--- src/rtl/alert_pkg.sv ---
package alert_pkg;
   typedef enum logic {
      ALERT_READY = 1'b0,
      ALERT_LEVEL = 1'b1
   } alert_mode_e;

   localparam int unsigned DEF_DATA_W   = 16;
   localparam int unsigned DEF_THR_W    = 7;
   localparam int unsigned DEF_MODE_BIT = 8;
   localparam int unsigned DEF_SHDN_BIT = 4;
endpackage

--- src/rtl/alert_ready_flag.sv ---
module alert_ready_flag (
   input  logic clk,
   input  logic rst_n,
   input  logic set_i,
   input  logic rel_i,
   input  logic clr_i,
   output logic flag_o
);
   logic flag_q;

   always_ff @(posedge clk or negedge rst_n) begin
      if (!rst_n)
         flag_q <= 1'b0;
      else if (clr_i)
         flag_q <= 1'b0;
      else if (set_i)
         flag_q <= 1'b1;
      else if (rel_i)
         flag_q <= 1'b0;
   end

   assign flag_o = flag_q;

   // a new result sets the flag
   p_set_r2: assert property (@(posedge clk) disable iff (!rst_n)
      set_i && !clr_i |=> flag_o);
   // a lone read releases the flag
   p_rel_r3: assert property (@(posedge clk) disable iff (!rst_n)
      rel_i && !set_i && !clr_i |=> !flag_o);
   // new data beats a read in the same cycle
   p_win_r4: assert property (@(posedge clk) disable iff (!rst_n)
      rel_i && set_i && !clr_i |=> flag_o);
   // a clear request always empties the flag
   p_clr_r7: assert property (@(posedge clk) disable iff (!rst_n)
      clr_i |=> !flag_o);
   // with no stimulus the flag holds
   p_hold_r2: assert property (@(posedge clk) disable iff (!rst_n)
      !set_i && !rel_i && !clr_i |=> $stable(flag_o));
endmodule

--- src/rtl/alert_level_cmp.sv ---
module alert_level_cmp #(
   parameter int unsigned DATA_W  = 16,
   parameter int unsigned THR_W   = 7,
   parameter bit          REG_CMP = 1'b1
) (
   input  logic              clk,
   input  logic              rst_n,
   input  logic [DATA_W-1:0] result_i,
   input  logic [THR_W-1:0]  thr_i,
   output logic              above_o
);
   localparam int unsigned PAD_W = DATA_W - THR_W;

   if (THR_W == 0 || THR_W > DATA_W) begin : g_bad_width
      $error("alert_level_cmp: THR_W must be 1..DATA_W");
   end

   logic signed [DATA_W-1:0] thr_full;
   logic                     above_now;

   always_comb begin
      thr_full  = $signed({thr_i, {PAD_W{1'b0}}});
      above_now = $signed(result_i) > thr_full;
   end

   if (REG_CMP) begin : g_reg
      logic above_q;
      always_ff @(posedge clk or negedge rst_n) begin
         if (!rst_n)
            above_q <= 1'b0;
         else
            above_q <= above_now;
      end
      assign above_o = above_q;

      // a result equal to the threshold never raises the compare
      p_equal_r6: assert property (@(posedge clk) disable iff (!rst_n)
         (result_i == DATA_W'(thr_full)) |=> !above_o);
   end else begin : g_comb
      assign above_o = above_now;
      logic unused_clk;
      assign unused_clk = clk ^ rst_n;
   end
endmodule

--- src/rtl/alert_ctrl.sv ---
module alert_ctrl
   import alert_pkg::*;
#(
   parameter int unsigned DATA_W   = DEF_DATA_W,
   parameter int unsigned THR_W    = DEF_THR_W,
   parameter int unsigned MODE_BIT = DEF_MODE_BIT,
   parameter int unsigned SHDN_BIT = DEF_SHDN_BIT,
   parameter bit          REG_CMP  = 1'b1
) (
   input  logic              clk,
   input  logic              rst_n,
   input  logic              new_data_i,
   input  logic              rd_strobe_i,
   input  logic [DATA_W-1:0] result_i,
   input  logic [DATA_W-1:0] cfg_i,
   output logic              alert_oe_o
);
   localparam int unsigned THR_LSB = DATA_W - THR_W;
   localparam logic [DATA_W-1:0] USED_MASK =
      ({DATA_W{1'b1}} << THR_LSB) | (DATA_W'(1) << MODE_BIT) | (DATA_W'(1) << SHDN_BIT);

   if (MODE_BIT >= THR_LSB || SHDN_BIT >= THR_LSB || MODE_BIT == SHDN_BIT) begin : g_bad_layout
      $error("alert_ctrl: mode and shutdown bits must sit below the threshold field");
   end

   alert_mode_e       mode_now;
   alert_mode_e       mode_q;
   logic              shdn;
   logic              mode_flip;
   logic [THR_W-1:0]  thr;
   logic              ready_flag;
   logic              above;
   logic              unused_cfg;

   assign mode_now   = alert_mode_e'(cfg_i[MODE_BIT]);
   assign shdn       = cfg_i[SHDN_BIT];
   assign thr        = cfg_i[DATA_W-1:THR_LSB];
   assign mode_flip  = (mode_now != mode_q);
   assign unused_cfg = ^(cfg_i & ~USED_MASK);

   always_ff @(posedge clk or negedge rst_n) begin
      if (!rst_n)
         mode_q <= ALERT_READY;
      else
         mode_q <= mode_now;
   end

   alert_ready_flag u_flag (
      .clk    (clk),
      .rst_n  (rst_n),
      .set_i  (new_data_i),
      .rel_i  (rd_strobe_i),
      .clr_i  (mode_flip | shdn),
      .flag_o (ready_flag)
   );

   alert_level_cmp #(
      .DATA_W  (DATA_W),
      .THR_W   (THR_W),
      .REG_CMP (REG_CMP)
   ) u_cmp (
      .clk      (clk),
      .rst_n    (rst_n),
      .result_i (result_i),
      .thr_i    (thr),
      .above_o  (above)
   );

   always_comb begin
      if (shdn)
         alert_oe_o = 1'b0;
      else if (mode_now == ALERT_LEVEL)
         alert_oe_o = above;
      else
         alert_oe_o = ready_flag;
   end

   // shutdown always leaves the pin released
   p_shdn_r8: assert property (@(posedge clk) disable iff (!rst_n)
      shdn |-> !alert_oe_o);
   // returning to data-ready mode with no new data shows the pin released
   p_return_r7: assert property (@(posedge clk) disable iff (!rst_n)
      mode_now == ALERT_READY && mode_q == ALERT_LEVEL && !new_data_i
      |=> (mode_now == ALERT_LEVEL) || new_data_i || !alert_oe_o);
   // the pin is released in the first cycle after reset
   p_reset_r1: assert property (@(posedge clk)
      $rose(rst_n) |-> !alert_oe_o || new_data_i || mode_now == ALERT_LEVEL);
endmodule

--- config.mk ---
export PLATFORM = sky130hd
export DESIGN_NAME = alert_ctrl
export DESIGN_NICKNAME = d
export VERILOG_FILES = /design/src/rtl/alert_pkg.sv /design/src/rtl/alert_ready_flag.sv /design/src/rtl/alert_level_cmp.sv /design/src/rtl/alert_ctrl.sv
export SDC_FILE = /design/constraint.sdc
export NUM_CORES = 1
export LEC_CHECK = 0
export ABC_AREA = 1
export CORE_AREA = 2 2 39 41
export DETAILED_ROUTE_END_ITERATION = 16
export DIE_AREA = 0 0 41 43
export PLACE_DENSITY = 0.8
export REMOVE_ABC_BUFFERS = 1
export SYNTH_ARGS = -nofsm -noshare
export SYNTH_HDL_FRONTEND = slang
export SYNTH_SLANG_ARGS = --single-unit
--- constraint.sdc ---
create_clock -name clk -period 1.1 [get_ports clk]
set_input_delay 0.275 -clock clk [delete_from_list [all_inputs] [get_ports clk]]
set_output_delay 0.275 -clock clk [all_outputs]
set_load 0.05 [all_outputs]
==> metrics.yaml <==
outcome: "complete, but fails checks"
violations: "negative setup slack"
cts_setup_buffers: 0
grt_usage_pct: 13.8
synthFlopType: "dfrtp_1"
synth_top_cell_area_share_pct: 23.6
rsz0062_at_grt: "true"
tightest_slew_ps: 149
drt_first_pass_iters: 4
io_buffers: 29
ir_drop_uv: 353
antenna_cells: 0
wl_met2_um: 582
die_y_um: 43
top_layer_used: "met4"
viasPerCell: 4.39
initial_core_util_pct: 26.9
critical-path-max-stage-delay_ps: 330
route.vias.total: 478
synth_common_cells: "14 x inv_1, 14 x nand2_1, 7 x ha_1, 7 x nor2_1"
grt_max_degree: 4
critPathKind: "reg -> out"
drc_errors: 0
ctsHoldBuffers: 0
ff2ff_path_depth: 3
p_per_area_nw_per_um2: 775
r2r_end: "u_flag.flag_o$_DFFE_PN0P_"
wl_met1_um: 423
routedWlPerCell_um: 10.8
cap_violations: 0
drive_above_1_share_pct: 45.2
ys_seq_area_share_pct: 20.2
async_flop_share_pct: 100
hpwl_um: 746
path_cells: "nand2_1 > a21oi_2 > buf_12"
synth_edf_count: 0
crit_path_max_fanout: 2
slew_headroom_pct: 89.9
drt_iter0_drc: 8
design_area_um2: 805
drt_wl_total_mm: 1.17
root_buffer: "clkbuf_4"
final_max_slew_viol_count: 0
grt_pass1_vias: 477
final_nets: 137
postLayoutCoreUtil_pct: 58.1
syn_area_per_cell_um2: 6.41
fillers: 122
area_delta_synth_final_pct: 116
hold_slack_ps: 211
critPathLaunchType: "register"
worst_ep_arrival_time_ps: 960
grt_pass1_wl_mm: 1.59
cts.sinks: 3
reg2reg_slack_ps: 300
yosys-top-cells-area: "ha_1 24%, dfrtp_1 20%, inv_1 14%"
synth_cell_types: 15
timing.fmax_mhz: 813
globalplace.congestion: 0.681
cts_tree: "built"
pre_cts_slack_ps: -611
die_area_um2: 1760
min_period_ps: 1230
cts_buffers: 3
synth_area_um2: 372
gr-total-overflow: 0
rows: 14
antenna_found_initial: 0
end_kind: "primary output"
setup_violations: 1
fin_setup_tns_ps: -130
p_leak_nw: 0.393
critPathCapture: "alert_oe_o"
yosys_register_bits: 3
cts.clk_slew.worst_paths_ps: 40
io_pins: 37
clock_skew_ps: 0.0240
layout_setup_ws_ps: -130
hp-class: "in -> async"
crit_required_ps: 820
hold_viol: 0
core_area_um2: 1380
die_width_um: 41
clockBufferDepth: 2
cpMaxStageDelayCell: "dfrtp_1"
syn_inst: 58
cts_max_level: 1
min_period_over_period_pct: 112
dr_wl_met3_um: 90
yosysTopAreaCell: "ha_1"
reg2reg_from: "mode_q$_DFF_PN0_"
place_area_um2: 707
crit_start: "u_flag.flag_o$_DFFE_PN0P_"
ys_warn_count: 0
insertion_delay_ps: 240
ant_nets: 0
-- routing by layer --
layer	up-vias	GRT usage, %
met5	-	0
met4	0	16.0
met3	8	3.14
met2	22	22.2
met1	203	11.6
li1	245	-
-- metrics by stage --
stage	total power, mW	cells
after floorplan	0.221	58
after global placement	0.354	105
final	0.624	109
after global routing	0.661	109
after CTS	0.601	109
after detailed placement	0.361	105
-- report_power, final --
group / internal (mW) / total (mW) / leakage (nW) / switching [mW]
Clock: 0.137 / 0.205 / 0.0150 / 0.0685
Sequential: 0.121 / 0.124 / 0.0363 / 0.00308
Combinational: 0.164 / 0.295 / 0.342 / 0.131
-- flip-flops by register name (all words and copies together), names as in the netlist --
name	count
mode_q	1
u_cmp.above_o	1
u_flag.flag_o	1
-- worst max-delay path: cells and delay by family, from the launching register on --
kind	cells	cell delay, ps
AOI/OAI and AO/OA	1	170
buffers and inverters	1	150
and+or+nand+nor	1	60
DFF	1	330
-- worst min path at each step --
| stage | endpoint | depth (start not counted) | slack [ps] |
|---|---|---|---|
| after floorplan | mode_q$_DFF_PN0_ | 0 | -20 |
| after global placement | u_flag.flag_o$_DFFE_PN0P_ | 1 | 440 |
| after detailed placement | u_flag.flag_o$_DFFE_PN0P_ | 1 | 460 |
| after CTS | u_cmp.above_o$_DFF_PN0_ | 1 | 210 |
| after global routing | u_cmp.above_o$_DFF_PN0_ | 1 | 220 |
| final | u_cmp.above_o$_DFF_PN0_ | 1 | 210 |
-- placed cells by master (no fill, tap or decap), types with 3 or more instances in the layout --
cell | netlist | routed
nor2_1 | 7 | 6
clkdlybuf4s15_1 | 0 | 6
dfrtp_1 | 3 | 3
a21oi_2 | 1 | 3
clkbuf_2 | 0 | 7
nand2_1 | 14 | 8
clkdlybuf4s50_1 | 0 | 11
inv_2 | 1 | 8
clkbuf_4 | 0 | 3
inv_1 | 14 | 7
ha_4 | 0 | 6
nand2_2 | 1 | 5
-- logic make-up (layout without fill, tap and decap cells) --
logic type,count (synthesis),after routing,share of synthesized area [%]
adders and majority gates,7,7,23.6
AOI/OAI and AO/OA,5,5,8.42
DFF,3,3,20.2
buffers and inverters,15,50,15.2
and+or+nand+nor,28,28,32.7
-- what timing repair did --
action / in CTS / in global routing
setup endpoints to repair: 3 / 2
resized for setup: 45 / 23
pin swaps: 26 / 23
-- layout make-up --
cell class	instances	area (um2)	share of cell area, %
clock buffers	4	26.3	3.27
well taps	16	20.0	2.49
inverters	15	56.3	7.00
repair buffers	31	272	33.7
flip-flops and latches	3	75.1	9.33
multi-input cells	40	355	44.2
Note: power is estimated with default switching activity, not from simulation.
